### src/rtl/allocPkg.sv
package allocPkg;
  localparam int WideW = 16;
  typedef logic [WideW-1:0] wide_t;

  // strobes from control to the occupancy datapath
  typedef struct packed {
    logic [1:0] grant;
  } allocStrobe_t;

  // entries still needed to bring a thread up to the watermark
  function automatic wide_t shortfall(input wide_t rsv, input wide_t held);
    return (rsv > held) ? rsv - held : '0;
  endfunction
endpackage

### src/rtl/allocCtrl.sv
module allocCtrl import allocPkg::*; #(
  parameter int POOL_SIZE = 64,
  parameter int OCC_W = 7,
  parameter int REQ_W = 4
) (
  input  logic               clk,
  input  logic               rstN,
  input  logic               dualMode,
  input  logic               activeThread,
  input  logic [OCC_W-1:0]   reserveLevel,
  input  logic [1:0]         allocReq,
  input  logic [1:0][REQ_W-1:0] allocCnt,
  input  logic [1:0][OCC_W-1:0] postOcc,
  output allocStrobe_t       strobe,
  output logic [1:0]         decOwner
);
  logic  rrPrio;
  logic  contend;
  logic  jointFit;
  logic  [1:0] fitAlone;
  logic  [1:0] threadLive;
  wide_t poolW, freeW, rsvW, sumW;
  wide_t heldW [2];
  wide_t cntW  [2];

  assign poolW = wide_t'(POOL_SIZE);
  assign rsvW  = dualMode ? wide_t'(reserveLevel) : '0;
  assign threadLive = dualMode ? 2'b11 : (activeThread ? 2'b10 : 2'b01);

  for (genvar t = 0; t < 2; t++) begin : gIn
    assign heldW[t] = wide_t'(postOcc[t]);
    assign cntW[t]  = wide_t'(allocCnt[t]);
  end

  assign freeW = poolW - heldW[0] - heldW[1];
  assign sumW  = cntW[0] + cntW[1];

  for (genvar t = 0; t < 2; t++) begin : gFit
    assign fitAlone[t] = allocReq[t] && threadLive[t] && (cntW[t] <= freeW) &&
                         ((freeW - cntW[t]) >= shortfall(rsvW, heldW[1-t]));
  end

  assign jointFit = (sumW <= freeW) &&
                    ((freeW - sumW) >= shortfall(rsvW, heldW[0] + cntW[0])) &&
                    ((freeW - sumW) >= shortfall(rsvW, heldW[1] + cntW[1]));

  always_comb begin
    contend      = 1'b0;
    strobe.grant = fitAlone;
    if (fitAlone == 2'b11 && !jointFit) begin
      contend      = 1'b1;
      strobe.grant = rrPrio ? 2'b10 : 2'b01;
    end
  end

  always_ff @(posedge clk) begin
    if (!rstN)        rrPrio <= 1'b0;
    else if (contend) rrPrio <= ~rrPrio;
  end

  assign decOwner = dualMode ? 2'b10 : {activeThread, activeThread};
endmodule

### src/rtl/poolOccPath.sv
module poolOccPath import allocPkg::*; #(
  parameter int OCC_W = 7,
  parameter int REQ_W = 4
) (
  input  logic               clk,
  input  logic               rstN,
  input  logic [1:0][REQ_W-1:0] freeCnt,
  input  logic [1:0][REQ_W-1:0] allocCnt,
  input  allocStrobe_t       strobe,
  output logic [1:0][OCC_W-1:0] occ,
  output logic [1:0][OCC_W-1:0] postOcc
);
  for (genvar t = 0; t < 2; t++) begin : gThr
    logic [OCC_W-1:0] occR;
    wide_t heldW, relW, nextW;

    assign heldW = wide_t'(occR);
    // releases first, clamped at zero
    assign relW  = (wide_t'(freeCnt[t]) >= heldW) ? '0 : heldW - wide_t'(freeCnt[t]);
    assign nextW = relW + (strobe.grant[t] ? wide_t'(allocCnt[t]) : '0);

    always_ff @(posedge clk) begin
      if (!rstN) occR <= '0;
      else       occR <= OCC_W'(nextW);
    end

    assign postOcc[t] = OCC_W'(relW);
    assign occ[t]     = occR;
  end
endmodule

### src/rtl/smtPoolAllocator.sv
module smtPoolAllocator import allocPkg::*; #(
  parameter int POOL_SIZE = 64,
  parameter int REQ_W = 4,
  localparam int OCC_W = $clog2(POOL_SIZE + 1)
) (
  input  logic             clk,
  input  logic             rstN,
  input  logic             dualMode,
  input  logic             activeThread,
  input  logic [OCC_W-1:0] reserveLevel,
  input  logic [1:0]       allocReq,
  input  logic [REQ_W-1:0] allocCnt0,
  input  logic [REQ_W-1:0] allocCnt1,
  input  logic [REQ_W-1:0] freeCnt0,
  input  logic [REQ_W-1:0] freeCnt1,
  output logic [1:0]       allocGrant,
  output logic [OCC_W-1:0] occ0,
  output logic [OCC_W-1:0] occ1,
  output logic [1:0]       decOwner
);
  allocStrobe_t strobe;
  logic [1:0][REQ_W-1:0] allocArr, freeArr;
  logic [1:0][OCC_W-1:0] occArr, postArr;

  assign allocArr = {allocCnt1, allocCnt0};
  assign freeArr  = {freeCnt1, freeCnt0};

  allocCtrl #(.POOL_SIZE(POOL_SIZE), .OCC_W(OCC_W), .REQ_W(REQ_W)) ctrl (
    .clk(clk), .rstN(rstN), .dualMode(dualMode), .activeThread(activeThread),
    .reserveLevel(reserveLevel), .allocReq(allocReq), .allocCnt(allocArr),
    .postOcc(postArr), .strobe(strobe), .decOwner(decOwner)
  );

  poolOccPath #(.OCC_W(OCC_W), .REQ_W(REQ_W)) path (
    .clk(clk), .rstN(rstN), .freeCnt(freeArr), .allocCnt(allocArr),
    .strobe(strobe), .occ(occArr), .postOcc(postArr)
  );

  assign allocGrant = strobe.grant;
  assign occ0 = occArr[0];
  assign occ1 = occArr[1];
endmodule

### config.mk
export PLATFORM = sky130hd
export DESIGN_NAME = smtPoolAllocator
export DESIGN_NICKNAME = d
export VERILOG_FILES = /design/src/rtl/allocPkg.sv /design/src/rtl/allocCtrl.sv /design/src/rtl/poolOccPath.sv /design/src/rtl/smtPoolAllocator.sv
export SDC_FILE = /design/constraint.sdc
export NUM_CORES = 1
export LEC_CHECK = 0
export ABC_AREA = 1
export BUFFER_PORTS_ARGS = -buffer_cell sky130_fd_sc_hd__buf_2
export CORE_MARGIN = 2
export CORE_UTILIZATION = 31
export CTS_CLUSTER_DIAMETER = 200
export DETAILED_ROUTE_END_ITERATION = 6
export GPL_TIMING_DRIVEN = 0
export HOLD_SLACK_MARGIN = 0.08
export SYNTH_ARGS = -nofsm -noshare
export SYNTH_HDL_FRONTEND = slang
export SYNTH_SLANG_ARGS = --single-unit
### constraint.sdc
create_clock -name clk -period 14.9 [get_ports clk]
set_input_delay 2.98 -clock clk [delete_from_list [all_inputs] [get_ports clk]]
set_output_delay 2.98 -clock clk [all_outputs]
set_load 0.05 [all_outputs]
# ---- Word level (Yosys, flattened, before mapping)
# Index checks and enable logic that the tools add are counted.
# Widths: inputs -> output; s select.
dict set report op_classes {
  eq_ne 1
  n_mux 15
  bitwise_logic 1
  magnitude_cmp 13
  add_sub_neg 16
  n_reduce_logical 10
}
# op count
set op_table {}
lappend op_table {{$ge 16x16->1} 4}
lappend op_table {{$mux 16} 4}
lappend op_table {{$sub 16x16->16} 3}
lappend op_table {{$sub 16x7->16} 3}
lappend op_table {{$gt 16x16->1} 2}
lappend op_table {{$gt 16x7->1} 2}
lappend op_table {{$le 4x16->1} 2}
lappend op_table {{$sub 16x4->16} 2}
lappend op_table {{$mux 7} 3}
lappend op_table {{$add 7x4->8} 2}
lappend op_table {{$le 16x16->1} 1}
lappend op_table {{$add 7x7->7} 2}
lappend op_table {{$ge 4x7->1} 2}
lappend op_table {{$sub 7x4->7} 2}
lappend op_table {{$mux 2} 5}
lappend op_table {{$logic_and 1x1->1} 9}
lappend op_table {{$mux 4} 2}
lappend op_table {{$sub 7x7->8 const A} 1}
lappend op_table {{$add 4x4->5} 1}
lappend op_table {{$eq 2x2->1 const B} 1}
lappend op_table {{$logic_not 1->1} 1}
lappend op_table {{$mux 1} 1}
lappend op_table {{$not 1->1} 1}
dict set report totals {
  inputBits 29
  reg_bits 15
}

# ---- Logic depth before layout (Yosys ltp)
# Gate-level depths: netlist of the first run.
dict set report depth {
  depth_word 13
  ltp_mapped 53
  ltp_nobuf 53
}

# ---- Modules after synthesis
# Synthesis of the first run repeated with hierarchy kept, for this count alone.
dict set report unflattened {
  cells_unflattened 927
  hier_area_um2 5915.7
}
# module cells_per_inst n_inst area_per_inst_um2
set by_module_without_submodules {}
lappend by_module_without_submodules {allocCtrl 699 1 4433.0}
lappend by_module_without_submodules {poolOccPath 228 1 1482.7}

# ---- Least setup slack after synthesis of the first run
# Ideal clock, no wire load.
dict set report synth_path {
  path_kind {input port to output port}
  startpoint {in freeCnt0[2]}
  endpoint {out allocGrant[0]}
  arrival_ps 7961
  path_buffers 0
  cell_stages 35
  path_slack_ps 3959
  t_required_ps 11920
  cell_sequence {inv_1 -> ha_1 -> nand3_2 -> nand2_2 -> nand2_2 -> a21oi_4 -> inv_2 -> nor2_1 -> inv_1 -> ha_1 -> a31oi_1 -> nor2_1 -> ha_1 -> nand2_1 -> inv_2 -> nand2_1 -> and2_1 -> nand2_1 -> a21o_1 -> a21oi_1 -> inv_1 -> ha_1 -> nor3_1 -> nand2_1 -> xor2_1 -> ha_1 -> inv_1 -> nor3_1 -> nand4_1 -> nand4_1 -> nand2_1 -> inv_1 -> nand3_2 -> nand2_4 -> inv_1}
}
dict set report synth_between {
  elab_chain_cells 11
  word_cells_on_any_way 32
}
# item line_no
set synth_rtl {}
lappend synth_rtl {{start, declared} smtPoolAllocator.sv:14} ;# input logic [REQ_W-1:0] freeCnt0,
lappend synth_rtl {{$sub 7x4->7 or $ge 4x7->1 (tied branches)} poolOccPath.sv:19} ;# assign relW = (wide_t'(freeCnt[t]) >= heldW) ? '0 : heldW - wide_t'(freeCnt[t]);
lappend synth_rtl {{$mux 7 *} poolOccPath.sv:19}
lappend synth_rtl {{$sub 7x7->8 or $add 7x4->8 (tied branches)} {allocCtrl.sv:35, allocCtrl.sv:44}}
lappend synth_rtl {{$sub 16x7->16, or another cell as far along} allocCtrl.sv:35} ;# assign freeW = poolW - heldW[0] - heldW[1];
lappend synth_rtl {{$sub 16x16->16 or $mux 16 (tied branches)} {allocCtrl.sv:44, allocCtrl.sv:45, allocPkg.sv:12}}
lappend synth_rtl {{$ge 16x16->1} allocCtrl.sv:44} ;# ((freeW - sumW) >= shortfall(rsvW, heldW[0] + cntW[0])) &&
lappend synth_rtl {{$logic_and 1x1->1} allocCtrl.sv:43} ;# assign jointFit = (sumW <= freeW) &&
lappend synth_rtl {{$logic_and 1x1->1} allocCtrl.sv:44}
lappend synth_rtl {{$logic_not 1->1} allocCtrl.sv:50} ;# if (fitAlone == 2'b11 && !jointFit) begin
lappend synth_rtl {{$logic_and 1x1->1} allocCtrl.sv:50}
lappend synth_rtl {{$mux 2 *} allocCtrl.sv:50}
lappend synth_rtl {{end, declared} smtPoolAllocator.sv:16} ;# output logic [1:0] allocGrant,
# Mark *: on every way between the ends. The rest lies on a longest branch, timed or not.

# ---- Worst setup path after layout of the first run
# Same ends and word-level chain as after synthesis.

==> results of run 1 <==
-- routing by layer --
layer	part of all wire, %	up-vias	track usage [%]	routed length (um)
li1	-	3116	-	-
met1	52	2527	24.46	8595
met2	43	113	26.52	7076
met3	4.1	11	1.207	673
met4	1.1	0	2.137	175
met5	0	-	0	0
-- synth_stat cells (2+ instances only) --
library cell and number:
fa_1 17, nand3b_1 4, inv_2 7, o21ai_0 32, nor2_2 3, o31ai_1 3, a211oi_1 8, or2_2 14
nand4_1 16, nor3_1 18, nor2_4 2, nand3_1 55, o311ai_0 5, nor2_1 81, nor3_2 2, xor2_1 32
dfxtp_1 15, nand3_2 7, ha_1 136, o221ai_1 3, inv_1 165, nand2_1 167, nor4_1 2, and2_1 3
xnor2_1 14, clkbuf_1 2, nand2_2 8, o211ai_1 3, a21oi_1 70, nand2_4 2, buf_6 2, a31oi_1 3
-- flip-flops by register name, indices dropped and copies added, names as in the netlist --
signal          flops
path.gThr.occR     14
ctrl.rrPrio         1
-- layout by cell type, fill, tap and decap left out, drive strengths merged, types with 4 or more instances in the layout --
cell type	count
o311ai	5
nor2	86
nand3b	4
nand2	177
xnor2	15
xor2	33
nand4	16
or2	14
buf	47
fa	17
a211oi	8
o21ai	33
dfxtp	15
ha	136
nor3	20
a21oi	72
clkbuf	5
nand3	63
inv	172
conb	5
-- cell families (layout without fill, tap and decap cells) --
| kind of cell | count (synthesis) | in the layout | synth area share, % |
|---|---|---|---|
| DFF | 15 | 15 | 5.000 |
| buffers and inverters | 176 | 225 | 11.25 |
| and+or+nand+nor | 385 | 385 | 29.42 |
| AOI/OAI and AO/OA | 136 | 136 | 13.02 |
| adders and majority gates | 153 | 153 | 34.00 |
| xor gates and xnor gates | 48 | 48 | 7.250 |
| other | 1 | 5 | 0.06244 |
-- through the flow --
step           util [%]  instance area (sq um)  hold WS (ns)  setup WS (ns)  std cells
6_report          35.34                   6654        0.5036          2.787       1227
3_3_place_gp      34.90                   6571        0.4782          2.814       1223
3_5_place_dp      34.90                   6571        0.4931          2.774       1223
4_1_cts           35.34                   6654        0.5107          2.748       1227
2_1_floorplan         -                   6021        0.4641          3.959        918
5_1_grt           35.34                   6654        0.5375          2.059       1227
-- layout make-up --
| class | count | area, sq um | share of cell area [%] |
|---|---|---|---|
| Sequential cell | 15 | 300.3 | 4.513 |
| Clock inverter | 1 | 7.507 | 0.1128 |
| Multi-Input combinational cell | 727 | 5045 | 75.82 |
| Tap cell | 260 | 325.3 | 4.889 |
| Inverter | 172 | 645.6 | 9.703 |
| Buffer | 4 | 30.03 | 0.4513 |
| Clock buffer | 3 | 75.07 | 1.128 |
| Timing Repair Buffer | 45 | 225.2 | 3.385 |
-- worst max-delay path, delay by kind of cell --
family / cells / cell delay (ns)
fa+ha+maj: 5 / 1.65
compound gates: 3 / 0.56
buf+inv: 10 / 0.96
simple gates: 17 / 2.62
xor+xnor: 2 / 0.35
-- worst min-delay path by stage --
stage	startpoint	endpoint
6_report	ctrl.rrPrio	ctrl.rrPrio
5_1_grt	ctrl.rrPrio	ctrl.rrPrio
4_1_cts	ctrl.rrPrio	ctrl.rrPrio
3_5_place_dp	ctrl.rrPrio	ctrl.rrPrio
3_3_place_gp	ctrl.rrPrio	ctrl.rrPrio
2_1_floorplan	ctrl.rrPrio	ctrl.rrPrio
==> flow_metrics.tcl, run 1 <==
set metrics [dict create \
    cp-end-kind "primary output" \
    clock-root-buffer "clkbuf_16" \
    gr-total-overflow 0 \
    clock_latency_ns 0.26 \
    crit_type "in -> out" \
    ys_ff_latch 15 \
    grt_max_degree 11 \
    reg2regPathDepth 43 \
    fin_nets 1150 \
    hold_class "reg -> reg" \
    setup_violations 0 \
    syn_area_sq_um 6006 \
    crit_end "allocGrant[0]" \
    initialDrtViolationCount 350 \
    crit_top_cell "inv_1" \
    cp_max_fo 6 \
    drtPass1Iterations 5 \
    yosys.area.top_type "ha_1" \
    post_cts_buffers 0 \
    vias 5767 \
    slew_headroom_pct 44.83 \
    start_util_pct 31.89 \
    ys_dominant_reg_cell "dfxtp_1" \
    numCtsBuffers 3 \
    clk_path_buf_depth 2 \
    cp.required_ns 11.92 \
    routed_wl_um 16520 \
    timing.rr.end "path.gThr[0].occR[6]" \
    drive_above_1_share_pct 10.44 \
    io_buffers 45 \
    grt_pass1_vias 5251 \
    grt_pass1_wl_um 26910 \
    cp_data_arrival_time_ns 9.13 \
    core_sq_um 18830 \
    drtAntennaViolNets 0 \
    synthesis.instances 914 \
    clock-sinks 15 \
    die_area_sq_um 20500 \
    synth.avg_cell_area_sq_um 6.571 \
    vias_per_cell 4.700 \
    fmax_ghz 0.08256 \
    finClkSkew_ns 0.005107 \
    maxCapViolCount 0 \
    setup.worst_path.start_class "input pin" \
    yosysWarningCount 0 \
    synth_seq_area_share_pct 5.000 \
    drc 0 \
    antenna_found_initial 0 \
    die_h_um 143.2 \
    fin_crit_ns 12.11 \
    min_path_cells 2 \
    r2r_start "path.gThr[0].occR[2]" \
    cts_resized 0 \
    io_pins 47 \
    grt.total_usage_pct 16.45 \
    htree_num_levels 1 \
    netlist_top_cells_area "ha_1, nand2_1, inv_1" \
    die_w_um 143.2 \
    async_reset_ff_share_pct 0 \
    area_delta_synth_final_pct 10.79 \
    fin_crit_sh_pct 81.29 \
    diodes 0 \
    cp-startpoint "freeCnt0[2]" \
    rows 50 \
    hpwl_um 14720 \
    critPathMaxStageDelay_ns 0.39 \
    outcome "finished, final reports clean" \
    final.setup.tns_ns 0 \
    cpMaxStageDelayCell "nor3_1" \
    worst-r2r-setup-slack_ns 7.28 \
    rsz0062_at_grt "no" \
    place.gp.congestion 0.9352 \
    netlist.area_leader.share_pct 28.33 \
    wl_per_cell_um 13.46 \
    cts_tree "built" \
    cts.clk_slew.worst_paths_ns 0.06 \
    fill_cells 2045 \
    finalHoldViolations 0 \
    report.final.slew_viol_count 0 \
    worstMarginPinSlew_ns 0.8172 \
    holdBufCountCts 0 \
    synth_cell_types 45 \
    synth_edf_count 0 \
]
Power of run 1 is left out: the tool's default activity adds up to more than one toggle a clock period on the data nets, which glitch-free logic cannot reach.
==> inputs of run 2 (changes only) <==
==> constraint.sdc (replaced) <==
create_clock -name clk -period 9.7 [get_ports clk]
set_input_delay 1.94 -clock clk [delete_from_list [all_inputs] [get_ports clk]]
set_output_delay 1.94 -clock clk [all_outputs]
set_load 0.05 [all_outputs]
==> run 2 against run 1 <==
- routed wire length increased by 2.4%
- final area up 5.2%
- critical path depth is 1 lower
- critical endpoint is now allocGrant[1]
==> flow_metrics.tcl, run 2 (synthesis gave the netlist of run 1 again) <==
set metrics [dict create \
    die_area_sq_um 20500 \
    cp.required_ns 7.76 \
    largest_reg_flops 14 \
    io_buffers 45 \
    crit_top_cell "nor2_1" \
    grt_pass1_vias 5284 \
    grt.total_usage_pct 16.49 \
    antenna_found_initial 0 \
    fin_nets 1162 \
    cts.clk_slew.worst_paths_ns 0.06 \
    core_sq_um 18830 \
    crit_end "allocGrant[1]" \
    place.gp.congestion 0.9352 \
    gr-total-overflow 0 \
    drtPass1Iterations 5 \
    clock_latency_ns 0.26 \
    htree_num_levels 1 \
    start_util_pct 31.89 \
    fmax_ghz 0.1068 \
    post-route-util_pct 37.16 \
    routed_wl_um 16920 \
    setup.worst_path.start_class "input pin" \
    grt_pass1_wl_um 27010 \
    finClkSkew_ns 0.006261 \
    fill_cells 2020 \
    clock-root-buffer "clkbuf_16" \
    drive_above_1_share_pct 16.14 \
    largest_register "path.gThr.occR" \
    fin_crit_ns 9.363 \
    path_depth 36 \
    timing.rr.end "path.gThr[0].occR[6]" \
    report.final.slew_viol_count 0 \
    stdcell_count 1239 \
    cp-startpoint "freeCnt1[1]" \
    dp.cells 1223 \
    reg2regPathDepth 42 \
    vias_per_cell 4.711 \
    hold_class "reg -> reg" \
    cts_tree "built" \
    outcome "finished, final reports clean" \
    grt_max_degree 11 \
    layout_common_cells "inv_1, nand2_1, ha_1" \
    numCtsBuffers 3 \
    clock-sinks 15 \
    hpwl_um 14720 \
    layout_commonest_cell "inv_1" \
    worst-r2r-setup-slack_ns 2.64 \
    reg.largest.list "path.gThr.occR: 14 flops, ctrl.rrPrio: 1 flops" \
    maxCapViolCount 0 \
    die_h_um 143.2 \
    vias 5837 \
    setup_violations 0 \
    slew_headroom_pct 44.80 \
    cp_data_arrival_time_ns 7.42 \
    cp_max_fo 5 \
    io_pins 47 \
    cp-end-kind "primary output" \
    r2r_start "path.gThr[1].occR[1]" \
    cpMaxStageDelayCell "fa_1" \
    rows 50 \
    critPathMaxStageDelay_ns 0.40 \
    area_delta_synth_final_pct 16.52 \
    path_buf_inv 6 \
    drc 0 \
    wl_per_cell_um 13.66 \
    crit_type "in -> out" \
    finalHoldViolations 0 \
    worstMarginPinSlew_ns 0.8176 \
    initialDrtViolationCount 319 \
    diodes 0 \
    cp_top_family "simple AND/OR/NAND/NOR gates" \
    fin_crit_sh_pct 96.52 \
    die_w_um 143.2 \
    drtAntennaViolNets 0 \
    clk_path_buf_depth 2 \
]
[run 2: cell types whose count changed in the layout (fill, tap and decap cells not counted), sizes merged]
cell | previous run | this run
buf | 47 | 58
clkbuf | 5 | 6
clkinvlp | 1 | 2
inv | 172 | 171
[run 2: how the worst min path moves through the flow]
stage | startpoint | end | slack (ns) | cells past startpoint
finish | ctrl.rrPrio | ctrl.rrPrio | 0.51 | 2
global route | ctrl.rrPrio | ctrl.rrPrio | 0.54 | 2
CTS | ctrl.rrPrio | ctrl.rrPrio | 0.51 | 2
detailed placement | ctrl.rrPrio | ctrl.rrPrio | 0.49 | 2
global placement | ctrl.rrPrio | ctrl.rrPrio | 0.48 | 2
floorplan | ctrl.rrPrio | ctrl.rrPrio | 0.46 | 2
[run 2: what timing repair did]
| action | 4_1_cts | 5_1_grt |
|---|---|---|
| pin swaps | 0 | 11 |
| setup buffers | 0 | 12 |
| endpoints found under the setup margin | 2 | 2 |
| cloned | 0 | 0 |
| hold endpoints to repair | 0 | 0 |
| resized for setup | 7 | 55 |
| hold buffers | 0 | 0 |
[run 2: metal layers]
| layer | GRT usage, % | part of all wire (%) | wire length (um) |
|---|---|---|---|
| met1 | 24.46 | 51 | 8592 |
| met2 | 26.54 | 44 | 7430 |
| met3 | 1.241 | 4.2 | 704 |
| met4 | 2.345 | 1.1 | 193 |
| met5 | 0 | 0 | 0 |
[run 2: cell type report]
cell class	instances	area, sq um	area share [%]
Sequential cell	15	300.3	4.291
Inverter	172	649.4	9.279
Multi-Input combinational cell	727	5290	75.59
Clock inverter	1	7.507	0.1073
Tap cell	260	325.3	4.649
Buffer	4	30.03	0.4291
Timing Repair Buffer	57	320.3	4.577
Clock buffer	3	75.07	1.073
[run 2: tightest hold or removal path, stage by stage (launching register included)]
cell and delay [ns]:
dfxtp_1 0.33, nand2_1 0.07, a21oi_1 0.05
[run 2: stage by stage]
step           area (sq um)  setup WS (ns)  hold slack [ns]  TNS [ns]
6_report               6998         0.3375           0.5073         0
5_1_grt                6998       -0.03847           0.5377  -0.06879
4_1_cts                6676        0.01499           0.5107         0
3_5_place_dp           6571        -0.3457           0.4931   -0.6763
3_3_place_gp           6571        -0.3061           0.4782   -0.5809
2_1_floorplan          6021         0.8392           0.4641         0
Power of run 2 is left out for the same reason.
